<file path="src/rtl/fault_scan_pkg.sv">
package fault_scan_pkg;

  localparam int SEQ_STEPS = 5;

  // Each step is {oe_mode, latch_mode}; step k sits at bits [2k+1:2k].
  localparam logic [2*SEQ_STEPS-1:0] ENTER_PAT  = 10'b10_11_10_00_10;
  localparam logic [2*SEQ_STEPS-1:0] RESUME_PAT = 10'b10_10_10_00_10;

  // Sensing window in clock cycles, rounded up.
  function automatic int win_cycles(input int clk_mhz, input int win_ns);
    return (clk_mhz * win_ns + 999) / 1000;
  endfunction

  // Per-channel verdict: 1 = healthy, 0 = open or short.
  function automatic logic chan_good(input logic open_f, input logic short_f);
    return !(open_f || short_f);
  endfunction

endpackage

</file>
<file path="src/rtl/fault_scan_seq.sv">
module fault_scan_seq #(
  parameter int STEPS = 5,
  parameter logic [2*STEPS-1:0] PAT = '0
) (
  input  logic clk,
  input  logic rst,
  input  logic oe,
  input  logic le,
  output logic hit
);
  localparam int IW = (STEPS > 1) ? $clog2(STEPS) : 1;

  logic [IW-1:0] idx;
  logic [1:0]    pair;
  logic [1:0]    want;
  logic          step_ok;
  logic          first_ok;

  assign pair     = {oe, le};
  assign want     = PAT[2*idx +: 2];
  assign step_ok  = (pair == want);
  assign first_ok = (pair == PAT[1:0]);
  assign hit      = step_ok && (idx == IW'(STEPS-1));

  always_ff @(posedge clk) begin
    if (rst) begin
      idx <= '0;
    end else if (step_ok) begin
      idx <= hit ? '0 : idx + 1'b1;
    end else begin
      idx <= first_ok ? IW'(1) : '0;
    end
  end

  // a broken match never jumps ahead of step one
  a_r6_restart: assert property (@(posedge clk) disable iff (rst)
    (!step_ok) |=> (idx <= IW'(1)));

endmodule

</file>
<file path="src/rtl/fault_scan_window.sv">
module fault_scan_window #(
  parameter int WIN = 25
) (
  input  logic clk,
  input  logic rst,
  input  logic det,
  input  logic oe,
  output logic cap
);
  localparam int CW = $clog2(WIN + 1);

  logic [CW-1:0] cnt;

  assign cap = det && oe && (cnt >= CW'(WIN));

  always_ff @(posedge clk) begin
    if (rst) begin
      cnt <= '0;
    end else if (det && !oe) begin
      if (cnt != CW'(WIN)) cnt <= cnt + 1'b1;
    end else begin
      cnt <= '0;
    end
  end

  // a capture follows a sampled-low enable
  a_r9_cap_after_low: assert property (@(posedge clk) disable iff (rst)
    cap |-> $past(!oe));

endmodule

</file>
<file path="src/rtl/fault_scan_chain.sv">
module fault_scan_chain #(
  parameter int N = 24
) (
  input  logic         clk,
  input  logic         rst,
  input  logic         sdi,
  input  logic         le,
  input  logic         cap,
  input  logic [N-1:0] good,
  output logic         sdo,
  output logic [N-1:0] lat
);
  logic [N-1:0] sr;

  assign sdo = sr[N-1];

  always_ff @(posedge clk) begin
    if (rst) begin
      sr  <= '0;
      lat <= '0;
    end else begin
      if (cap) sr <= good;
      else     sr <= {sr[N-2:0], sdi};
      if (le)  lat <= sr;
    end
  end

  // the top verdict appears on sdo right after a capture
  a_r10_load: assert property (@(posedge clk) disable iff (rst)
    cap |=> (sdo == $past(good[N-1])));

endmodule

</file>
<file path="src/rtl/fault_scan_ctrl.sv">
module fault_scan_ctrl
  import fault_scan_pkg::*;
#(
  parameter int N         = 24,
  parameter int CLK_MHZ   = 25,
  parameter int WINDOW_NS = 1000
) (
  input  logic         clk,
  input  logic         rst,
  input  logic         sdi,
  input  logic         latch_mode,
  input  logic         oe_mode,
  input  logic         dm_n,
  input  logic [N-1:0] open_flt,
  input  logic [N-1:0] short_flt,
  output logic         sdo,
  output logic [N-1:0] drive_on,
  output logic         det_mode,
  output logic         err_flag_n
);
  localparam int WIN = win_cycles(CLK_MHZ, WINDOW_NS);

  logic         enter_hit;
  logic         resume_hit;
  logic         seq_det;
  logic         cap;
  logic         err_q;
  logic [N-1:0] good;
  logic [N-1:0] lat;
  logic         any_bad;

  fault_scan_seq #(.STEPS(SEQ_STEPS), .PAT(ENTER_PAT)) u_enter (
    .clk(clk), .rst(rst), .oe(oe_mode), .le(latch_mode), .hit(enter_hit));

  fault_scan_seq #(.STEPS(SEQ_STEPS), .PAT(RESUME_PAT)) u_resume (
    .clk(clk), .rst(rst), .oe(oe_mode), .le(latch_mode), .hit(resume_hit));

  for (genvar i = 0; i < N; i++) begin : g_verdict
    assign good[i] = chan_good(open_flt[i], short_flt[i]);
  end

  assign any_bad = !(&good);

  always_ff @(posedge clk) begin
    if (rst) begin
      seq_det <= 1'b0;
    end else if (enter_hit && !seq_det) begin
      seq_det <= 1'b1;
    end else if (resume_hit && seq_det) begin
      seq_det <= 1'b0;
    end
  end

  assign det_mode = seq_det || !dm_n;

  fault_scan_window #(.WIN(WIN)) u_window (
    .clk(clk), .rst(rst), .det(det_mode), .oe(oe_mode), .cap(cap));

  fault_scan_chain #(.N(N)) u_chain (
    .clk(clk), .rst(rst), .sdi(sdi), .le(latch_mode), .cap(cap),
    .good(good), .sdo(sdo), .lat(lat));

  always_ff @(posedge clk) begin
    if (rst)      err_q <= 1'b0;
    else if (cap) err_q <= any_bad;
  end

  assign err_flag_n = !err_q;
  assign drive_on   = det_mode ? {N{!oe_mode}} : (lat & {N{!oe_mode}});

  // a completed entry pattern lands in scan mode
  a_r3_enter: assert property (@(posedge clk) disable iff (rst)
    (enter_hit && !seq_det) |=> det_mode);

  // a completed resume pattern leaves sequence scan mode
  a_r4_resume: assert property (@(posedge clk) disable iff (rst)
    (resume_hit && seq_det) |=> !seq_det);

  // repeated patterns do not change the mode
  a_r5_no_reenter: assert property (@(posedge clk) disable iff (rst)
    (enter_hit && seq_det) |=> seq_det);
  a_r5_no_reresume: assert property (@(posedge clk) disable iff (rst)
    (resume_hit && !seq_det) |=> !seq_det);

  // flag follows the verdicts of the last capture
  a_r11_flag: assert property (@(posedge clk) disable iff (rst)
    cap |=> (err_flag_n == !$past(any_bad)));

endmodule

</file>
<file path="config.mk">
export PLATFORM = sky130hd
export DESIGN_NAME = fault_scan_ctrl
export DESIGN_NICKNAME = d
export VERILOG_FILES = /design/src/rtl/fault_scan_pkg.sv /design/src/rtl/fault_scan_seq.sv /design/src/rtl/fault_scan_window.sv /design/src/rtl/fault_scan_chain.sv /design/src/rtl/fault_scan_ctrl.sv
export SDC_FILE = /design/constraint.sdc
export NUM_CORES = 1
export LEC_CHECK = 0
export ABC_AREA = 1
export BUFFER_PORTS_ARGS = -buffer_cell sky130_fd_sc_hd__buf_4
export CAP_MARGIN = 15
export CORE_AREA = 2 2 82 76
export DETAILED_ROUTE_END_ITERATION = 12
export DIE_AREA = 0 0 84 78
export GPL_TIMING_DRIVEN = 0
export PLACE_DENSITY_LB_ADDON = 0.3
export SLEW_MARGIN = 20
export SYNTH_ARGS = -nofsm -noshare
export SYNTH_HDL_FRONTEND = slang
export SYNTH_SLANG_ARGS = --single-unit
export TNS_END_PERCENT = 5
</file>
<file path="constraint.sdc">
create_clock -name clk -period 1.6 [get_ports clk]
set_input_delay 0 -clock clk [delete_from_list [all_inputs] [get_ports clk]]
set_output_delay 0 -clock clk [all_outputs]
set_load 0.01 [all_outputs]
</file>
Word-level counts from Yosys, hierarchy flattened --
Cells that the tools add are included.
Storage, ports and cells: register bits 61, output and inout bits 27, word-level logic and storage cells 94
Cells by class: add/subtract/negate cells 3, order comparisons 1, eq/ne operators 6, shifts and indexed selects 2, muxes and demuxes 9, bitwise logic cells 2, reduce and logical (&&, ||, !) cells 64
Operator list (number):
- 2-to-1 mux 24 bit | 2
- logical NOT 1 bit | 29
- logical OR 1 bit | 25
- bitwise AND 24 bit | 1
- AND reduction 24 bit | 1
- variable part select 10 x 5 -> 2 bit, first input constant | 2
- 2-to-1 mux 3 bit | 4
- logical AND 1 bit | 7
- adder 3 x 1 -> 3 bit, second input constant | 2
- == test 3 bit, second input constant | 2
- adder 5 x 1 -> 5 bit, second input constant | 1
- >= comparator 5 bit, second input constant | 1
- != test 5 bit, second input constant | 1
- == test 2 bit | 2
- 2-to-1 mux 1 bit | 3
- == test 2 bit, second input constant | 1
- nonzero test 2 bit | 1
- OR reduction 2 bit | 1
- NOT 1 bit | 1

Longest topological paths before layout --
Gate-level depths: netlist of run 1.
depth in word-level cells 6, gate-level depth with buffers 9, depth with buffers taken out 9

Cells and area by module --
Synthesis of run 1 repeated with hierarchy kept, for this count alone.
Unflattened totals: cell total of the unflattened synthesis 519, area, all modules 3249.4 sq um
Modules (own cells, without submodules):
- fault_scan_chain | times used 1, cells each 304, area an instance 1960.6 sq um, sequential area each 960.9 sq um
- fault_scan_ctrl | times used 1, cells each 110, area an instance 541.8 sq um, sequential area each 40.0 sq um
- fault_scan_window | times used 1, cells each 45, area an instance 295.3 sq um, sequential area each 100.1 sq um
- fault_scan_seq (u_enter) | times used 1, cells each 34, area an instance 255.2 sq um, sequential area each 60.1 sq um
- fault_scan_seq (u_resume) | times used 1, cells each 26, area an instance 196.4 sq um, sequential area each 60.1 sq um

Worst setup path after synthesis of run 1 --
Ideal clock, no wire load.
kind reg2reg, start point reg u_window.cnt[1], end point reg u_chain.sr[4], setup time 116 ps, arrival time 1163 ps, path slack 321 ps, stages on the path, launching flop included 10, path buffers 1, clock period less this slack 1279 ps, path through dfxtp_1 > inv_1 > ha_1 > inv_1 > nand3_1 > nand2_4 > inv_4 > buf_6 > nor2_1 > nor2_1
Between the ends: longest elaborated chain between the ends 3
RTL lines:
- start: declaration | RTL line fault_scan_window.sv:12 | logic [CW-1:0] cnt;
- start signal: assignment | RTL line fault_scan_window.sv:20 | if (cnt != CW'(WIN)) cnt <= cnt + 1'b1;
- >= comparator 5 bit | RTL line fault_scan_window.sv:14 | assign cap = det && oe && (cnt >= CW'(WIN));
- logical AND 1 bit | RTL line fault_scan_window.sv:14
- 2-to-1 mux 24 bit | RTL line fault_scan_chain.sv:22 | if (cap) sr <= good;
- end signal: assignment | RTL line fault_scan_chain.sv:22
- end signal: assignment | RTL line fault_scan_chain.sv:23 | else sr <= {sr[N-2:0], sdi};
- end: declaration | RTL line fault_scan_chain.sv:13 | logic [N-1:0] sr;
No other way between the ends. A chain may end at the register's enable or synchronous reset.

Worst setup path in the final report of run 1 --
start point reg seq_det, end point out drive_on[13]
Between the ends: longest elaborated chain between the ends 2
RTL lines:
- start: declaration | RTL line fault_scan_ctrl.sv:25 | logic seq_det;
- start signal: assignment | RTL line fault_scan_ctrl.sv:46 | seq_det <= 1'b0;
- start signal: assignment | RTL line fault_scan_ctrl.sv:48 | seq_det <= 1'b1;
- start signal: assignment | RTL line fault_scan_ctrl.sv:50 | seq_det <= 1'b0;
- logical OR 1 bit | RTL line fault_scan_ctrl.sv:54 | assign det_mode = seq_det || !dm_n;
- 2-to-1 mux 24 bit | RTL line fault_scan_ctrl.sv:69 | assign drive_on = det_mode ? {N{!oe_mode}} : (lat & {N{!oe_mode}});
- end: declaration | RTL line fault_scan_ctrl.sv:17 | output logic [N-1:0] drive_on,
No other way between the ends.

==> results of run 1 <==
==> power groups by stage <==
stage	registers [W]	logic (W)	clock network, W
6_report	0.00158	0.000488	0.00123
2_1_floorplan	0.00161	0.000213	0
5_1_grt	0.00158	0.000540	0.00131
3_5_place_dp	0.00161	0.000429	0
3_3_place_gp	0.00161	0.000422	0
4_1_cts	0.00158	0.000482	0.00124
==> critical path, cell delays in order, from the launching register on <==
cell	delay, ps
sky130_fd_sc_hd__dfxtp_1	310
sky130_fd_sc_hd__inv_2	70
sky130_fd_sc_hd__nand2_2	60
sky130_fd_sc_hd__nand2_1	220
sky130_fd_sc_hd__clkbuf_4	260
sky130_fd_sc_hd__nand2_1	70
sky130_fd_sc_hd__buf_4	140
==> what timing repair did <==
item / in CTS / in global routing
setup endpoints to repair: 0 / 14
hold buffers: 28 / 0
setup buffers: 0 / 0
resized for setup: 0 / 2
hold endpoints to repair: 15 / 0
==> cells in the final DEF (no fill, tap or decap) <==
master	Yosys	routed
sky130_fd_sc_hd__buf_2	10	8
sky130_fd_sc_hd__o21ai_1	18	18
sky130_fd_sc_hd__nand2_1	96	96
sky130_fd_sc_hd__nor3b_1	1	1
sky130_fd_sc_hd__buf_4	1	79
sky130_fd_sc_hd__nand3_1	7	7
sky130_fd_sc_hd__clkbuf_8	0	11
sky130_fd_sc_hd__nor3_1	3	3
sky130_fd_sc_hd__nand2_4	1	1
sky130_fd_sc_hd__clkinv_2	0	3
sky130_fd_sc_hd__nor2_1	125	125
sky130_fd_sc_hd__or2_2	1	1
sky130_fd_sc_hd__xnor2_1	3	3
sky130_fd_sc_hd__clkinvlp_4	0	1
sky130_fd_sc_hd__inv_2	5	5
sky130_fd_sc_hd__nand3b_1	1	1
sky130_fd_sc_hd__a21oi_1	11	11
sky130_fd_sc_hd__a21oi_2	1	1
sky130_fd_sc_hd__inv_4	1	1
sky130_fd_sc_hd__clkbuf_4	0	2
sky130_fd_sc_hd__nand2_2	3	3
sky130_fd_sc_hd__nand4_1	1	1
sky130_fd_sc_hd__dfxtp_1	61	61
sky130_fd_sc_hd__inv_1	14	14
sky130_fd_sc_hd__clkbuf_1	6	7
sky130_fd_sc_hd__dlygate4sd3_1	0	28
sky130_fd_sc_hd__buf_6	2	2
sky130_fd_sc_hd__o21ai_0	28	28
sky130_fd_sc_hd__nor2_4	1	1
sky130_fd_sc_hd__ha_1	7	7
sky130_fd_sc_hd__nor2_2	1	1
==> flip-flops by register name, summed over array words and instances, names as in the netlist <==
signal,count
err_q,1
seq_det,1
u_chain.lat,24
u_chain.sr,24
u_enter.idx,3
u_resume.idx,3
u_window.cnt,5
==> cells by family (layout without fill, tap and decap cells) <==
| kind of cell | count (synthesis) | in the layout |
|---|---|---|
| compound gates | 58 | 58 |
| buf+inv | 39 | 161 |
| simple gates | 241 | 241 |
| flops | 61 | 61 |
| xor+xnor | 3 | 3 |
| fa+ha+maj | 7 | 7 |
==> per-layer routing <==
metal  GRT usage  up-vias  wire (microns)
met5           0        -               0
met4      0.0984        0             156
met3      0.0649       15             363
met2       0.406       95            3500
met1       0.276     1312            3230
li1            -     1517               -
==> how the worst max path moves through the flow <==
stage | to | from | slack, ps | depth (start not counted)
2_1_floorplan | u_chain.sr[4] | u_window.cnt[1] | 320 | 9
6_report | drive_on[13] | seq_det | 130 | 6
4_1_cts | drive_on[13] | seq_det | 90 | 6
5_1_grt | drive_on[18] | seq_det | 4 | 6
3_3_place_gp | u_chain.sr[11] | u_window.cnt[1] | 210 | 8
3_5_place_dp | u_chain.sr[11] | u_window.cnt[1] | 190 | 8
==> stage by stage <==
stage          std cells  instance area [sq um]   util  worst slack (ps)  total power (W)
6_report             601                   3900  0.693               128          0.00330
5_1_grt              601                   3900  0.693              3.86          0.00344
4_1_cts              601                   3890  0.692              87.9          0.00330
3_5_place_dp         557                   3440  0.611               187          0.00204
3_3_place_gp         557                   3440  0.611               212          0.00203
2_1_floorplan        409                   2760      -               321          0.00182
==> layout make-up <==
class                           instances  area [sq um]
Timing Repair Buffer                  106           866
Buffer                                 19           108
Multi-Input combinational cell        309          1360
Inverter                               20          77.6
Clock buffer                           12           155
Clock inverter                          4          22.5
Tap cell                               70          87.6
Sequential cell                        61          1220
Fill cell                             483          1730
==> flow_metrics.tcl, run 1 <==
set metrics [dict create \
    synth_area_leaders "sky130_fd_sc_hd__dfxtp_1 44%, sky130_fd_sc_hd__nor2_1 17%, sky130_fd_sc_hd__nand2_1 13%" \
    hold_viol 0 \
    crit-reg2reg-capture "u_chain.sr[20]" \
    arrival_time_worst_endpoint_ps 1470 \
    hold_start "open_flt[3]" \
    peakVddDrop_uv 466 \
    track_usage 0.235 \
    num_io_pins 81 \
    syn_area_sq_um 2760 \
    synth_enable_flop_cells 0 \
    leading_post_synthesis_cells_by_instance_count "125 x sky130_fd_sc_hd__nor2_1, 96 x sky130_fd_sc_hd__nand2_1, 61 x sky130_fd_sc_hd__dfxtp_1, 28 x sky130_fd_sc_hd__o21ai_0, 18 x sky130_fd_sc_hd__o21ai_1" \
    drt-vias-per-instance 4.89 \
    reg2reg_from "u_window.cnt[1]" \
    synth.avg_cell_area_sq_um 6.76 \
    worst_min_path_class "in -> reg" \
    post_synth_xor_area_fraction 0.00951 \
    critPathMaxFanout 10 \
    power_density_nw_per_um2 846 \
    clk-insertion-delay-late_ps 340 \
    design.final.nets 587 \
    dieArea_sq_um 6550 \
    ff2ff_path_depth 8 \
    synthDistinctLibCells 26 \
    max_clock_freq_mhz 679 \
    critical_path_class "reg -> out" \
    htree_levels 3 \
    placeableCoreArea_sq_um 5630 \
    min_delay_path_depth 4 \
    iteration_0_drc_count_of_the_detailed_router 127 \
    setup-tns-final_ps 0 \
    synth_most_common_cell "sky130_fd_sc_hd__nor2_1" \
    internal_power_w 0.00245 \
    initial_antenna_violation_count 0 \
    hpwl_microns 5160 \
    synth-adder-area-share 0.0317 \
    postRouteAntennaNets 0 \
    synthDominantAreaCellType "sky130_fd_sc_hd__dfxtp_1" \
    totalWireLength_microns 7250 \
    cellLeakagePower_nw 1.82 \
    grt.overflow.total 0 \
    synth_top_family_by_area "simple AND/OR/NAND/NOR gates" \
    muxShareOfSynthArea 0 \
    clock-sinks 61 \
    cts_tree "built" \
    maxCapViolCount 0 \
    fraction_of_power_consumed_by_combinational_cells 0.148 \
    synth_nets 470 \
    share_seq_of_total_power 0.479 \
    grt_max_degree 11 \
    synth_seq_area_share 0.442 \
    hold_endpoint "u_chain.sr[3]" \
    cts_made_buffers 9 \
    reg2reg_setup_slack_ps 170 \
    floorplan.initialDensity 0.491 \
    start_kind "register" \
    worstSetupEndpointType "primary output" \
    report.final.slew_viol_count 0 \
    min_period_ps 1470 \
    avgRoutedWirePerCell_microns 12.1 \
    clockRootBuffer "sky130_fd_sc_hd__clkbuf_8" \
    psw_w 0.000849 \
    p_sw_frac 0.257 \
    yosys.area.top_type_share 0.442 \
    status "completed" \
    die_h_microns 78 \
    required_ps 1600 \
    grt_pass1_vias 2886 \
    proportion_of_register_bits_with_asynchronous_set_or_reset_after_synthesis 0 \
    post_route_cells_drive_above_1_share 0.226 \
    cts.clk_slew.worst_paths_ps 70 \
    diodes 0 \
    post_synth_and_or_nand_nor_area_fraction 0.345 \
    hold-worst-slack_ps 7.51 \
    grt_first_pass_wirelength_microns 12300 \
    ctsLongestPathBuffers 2 \
    period_utilization_post_route 0.920 \
    synth_seq_cells 61 \
    timing.slew.headroom 0.703 \
    synth_compound_area_frac 0.106 \
    die_w_microns 84 \
    power.clock.fraction 0.373 \
    number_of_iterations_in_the_first_detailed_routing_pass 4 \
    area.growth.synth_to_final_pct 41.1 \
    number_of_warnings_printed_during_yosys_synthesis 0 \
    io_buffer_count 78 \
    synthFlopType "sky130_fd_sc_hd__dfxtp_1" \
    vias 2939 \
    finClkSkew_ps 7.67 \
    report.final.setup_viol 0 \
    grt_setup_unrepaired "false" \
    gp_routability_congestion 0.841 \
    tightestPinTransition_ps 446 \
    num_rows 26 \
    drcViolationCount 0 \
    synth_cells 409 \
]
Note: power is estimated with default switching activity, not from simulation.
==> run 2: changes to the inputs <==
Settings changed: PLACE_DENSITY from default to 0.8, PLACE_DENSITY_LB_ADDON 0.3 to default.
==> flow_metrics.tcl, run 2 (synthesized netlist as in run 1, its figures left out) <==
set metrics [dict create \
    dieArea_sq_um 6550 \
    initial_antenna_violation_count 0 \
    hpwl_microns 5140 \
    final_core_utilization 0.695 \
    die_w_microns 84 \
    cp_num_buf_inv 3 \
    reg2reg_from "u_window.cnt[1]" \
    cts_tree "built" \
    clock-sinks 61 \
    period_utilization_post_route 0.923 \
    grt_pass1_vias 2936 \
    critPathMaxFanout 10 \
    totalWireLength_microns 7340 \
    count_of_fill_cells_added_during_filler_insertion 511 \
    timing.slew.headroom 0.708 \
    timing.critical_path.cells "inv_1 -> ha_1 -> inv_1 -> nand3_1 -> nand2_4 -> clkbuf_4 -> o21ai_1 -> nor2_1" \
    hold_start "short_flt[0]" \
    p_sw_frac 0.254 \
    share_seq_of_total_power 0.489 \
    hold_viol 0 \
    htree_levels 3 \
    track_usage 0.238 \
    postRouteAntennaNets 0 \
    required_ps 1870 \
    grt_setup_unrepaired "false" \
    max_clock_freq_mhz 677 \
    iteration_0_drc_count_of_the_detailed_router 172 \
    die_h_microns 78 \
    largest_registers "u_chain.lat x24, u_chain.sr x24, u_window.cnt x5" \
    design.final.nets 590 \
    worst_path_most_repeated_cell "sky130_fd_sc_hd__inv_1" \
    report.final.setup_viol 0 \
    io_buffer_count 78 \
    arrival_time_worst_endpoint_ps 1740 \
    num_rows 26 \
    grt_first_pass_wirelength_microns 12600 \
    cellLeakagePower_nw 1.83 \
    clockRootBuffer "sky130_fd_sc_hd__clkbuf_8" \
    fraction_of_power_consumed_by_combinational_cells 0.154 \
    floorplan.initialDensity 0.491 \
    critical-path-top-delay-family "flip-flops" \
    status "completed" \
    start_kind "register" \
    crit_path_max_incr_delay_ps 390 \
    critical_path_class "reg -> reg" \
    clk-insertion-delay-late_ps 340 \
    number_of_iterations_in_the_first_detailed_routing_pass 4 \
    layout.cells.most_common "sky130_fd_sc_hd__nor2_1" \
    power_density_nw_per_um2 825 \
    worst_min_path_class "in -> reg" \
    vias 2964 \
    report.final.slew_viol_count 0 \
    power.clock.fraction 0.357 \
    grt.overflow.total 0 \
    worstSetupStartpoint "u_window.cnt[1]" \
    slowest_stage "sky130_fd_sc_hd__dfxtp_1" \
    area.growth.synth_to_final_pct 41.6 \
    avgRoutedWirePerCell_microns 12.2 \
    cts_made_buffers 9 \
    worstSetupEndpointType "register" \
    top_library_cells_by_usage_in_the_layout_fill_and_taps_aside "125 x sky130_fd_sc_hd__nor2_1, 95 x sky130_fd_sc_hd__nand2_1, 79 x sky130_fd_sc_hd__buf_4, 61 x sky130_fd_sc_hd__dfxtp_1, 31 x sky130_fd_sc_hd__dlygate4sd3_1" \
    drcViolationCount 0 \
    psw_w 0.000819 \
    reg2reg_setup_slack_ps 120 \
    post_route_cells_drive_above_1_share 0.221 \
    cts.clk_slew.worst_paths_ps 60 \
    min_period_ps 1480 \
    internal_power_w 0.00241 \
    drt-vias-per-instance 4.92 \
    fin_ws_ps 123 \
    maxCapViolCount 0 \
    peakVddDrop_uv 473 \
    finClkSkew_ps 9.58 \
    diodes 0 \
    grt_max_degree 11 \
    num_io_pins 81 \
    gp_routability_congestion 0.813 \
    place_ws_ps 165 \
    placeableCoreArea_sq_um 5630 \
    tightestPinTransition_ps 438 \
    setup-tns-final_ps 0 \
    ctsLongestPathBuffers 2 \
]
[run 2: changes by cell type in the layout (fill, tap and decap cells not counted), sizes merged]
cell,change
clkinvlp,-1
clkinv,-1
dlygate4sd3,+3
clkbuf,+1
[run 2: final timing paths]
check | end | cells after the start
worst max-delay path | u_chain.sr[14] | 8
worst min-delay path | u_chain.sr[0] | 4
worst max register to register | u_chain.sr[14] | 8
worst min register to register | u_chain.sr[5] | 2
[run 2: area by class of cell]
type                            instances  area, sq um  area share
Clock inverter                          2         10.0     0.00256
Inverter                               20         77.6      0.0198
Sequential cell                        61         1220       0.312
Multi-Input combinational cell        309         1370       0.349
Buffer                                 19          108      0.0275
Timing Repair Buffer                  109          896       0.229
Clock buffer                           13          149      0.0380
Tap cell                               70         87.6      0.0224
[run 2: layer usage]
layer | track usage | routed length (microns) | vias up
met3 | 0.0447 | 382 | 9
met2 | 0.434 | 3650 | 94
li1 | - | - | 1519
met1 | 0.276 | 3210 | 1342
met5 | 0 | 0 | -
met4 | 0.0903 | 103 | 0
[run 2: what timing repair did]
item / in CTS / in global routing
gates resized for setup: 0 / 3
buffers inserted: 0 / 0
hold endpoints to repair: 15 / 0
endpoints found under the setup margin: 0 / 16
hold buffers: 31 / 0
[run 2: worst reg2reg max path, stage by stage, from the launching register on]
cell	delay (ps)
sky130_fd_sc_hd__dfxtp_1	390
sky130_fd_sc_hd__inv_1	60
sky130_fd_sc_hd__ha_1	180
sky130_fd_sc_hd__inv_1	70
sky130_fd_sc_hd__nand3_1	110
sky130_fd_sc_hd__nand2_4	150
sky130_fd_sc_hd__clkbuf_4	230
sky130_fd_sc_hd__o21ai_1	100
sky130_fd_sc_hd__nor2_1	120
[run 2: per-stage QoR]
| stage | total power, W | hold slack, ps | instances | instance area, sq um |
|---|---|---|---|---|
| floorplan | 0.00182 | 67.6 | 409 | 2760 |
| global placement | 0.00203 | 230 | 557 | 3440 |
| detailed placement | 0.00204 | 234 | 557 | 3440 |
| CTS | 0.00324 | 0.802 | 603 | 3910 |
| global route | 0.00337 | 19.4 | 603 | 3910 |
| finish | 0.00323 | 5.94 | 603 | 3910 |
[run 2: power by group through the flow]
stage / sequential (W) / clock [W] / combinational (W)
2_1_floorplan: 0.00161 / 0 / 0.000213
3_3_place_gp: 0.00161 / 0 / 0.000421
3_5_place_dp: 0.00161 / 0 / 0.000431
4_1_cts: 0.00158 / 0.00117 / 0.000491
5_1_grt: 0.00158 / 0.00124 / 0.000552
6_report: 0.00158 / 0.00115 / 0.000496
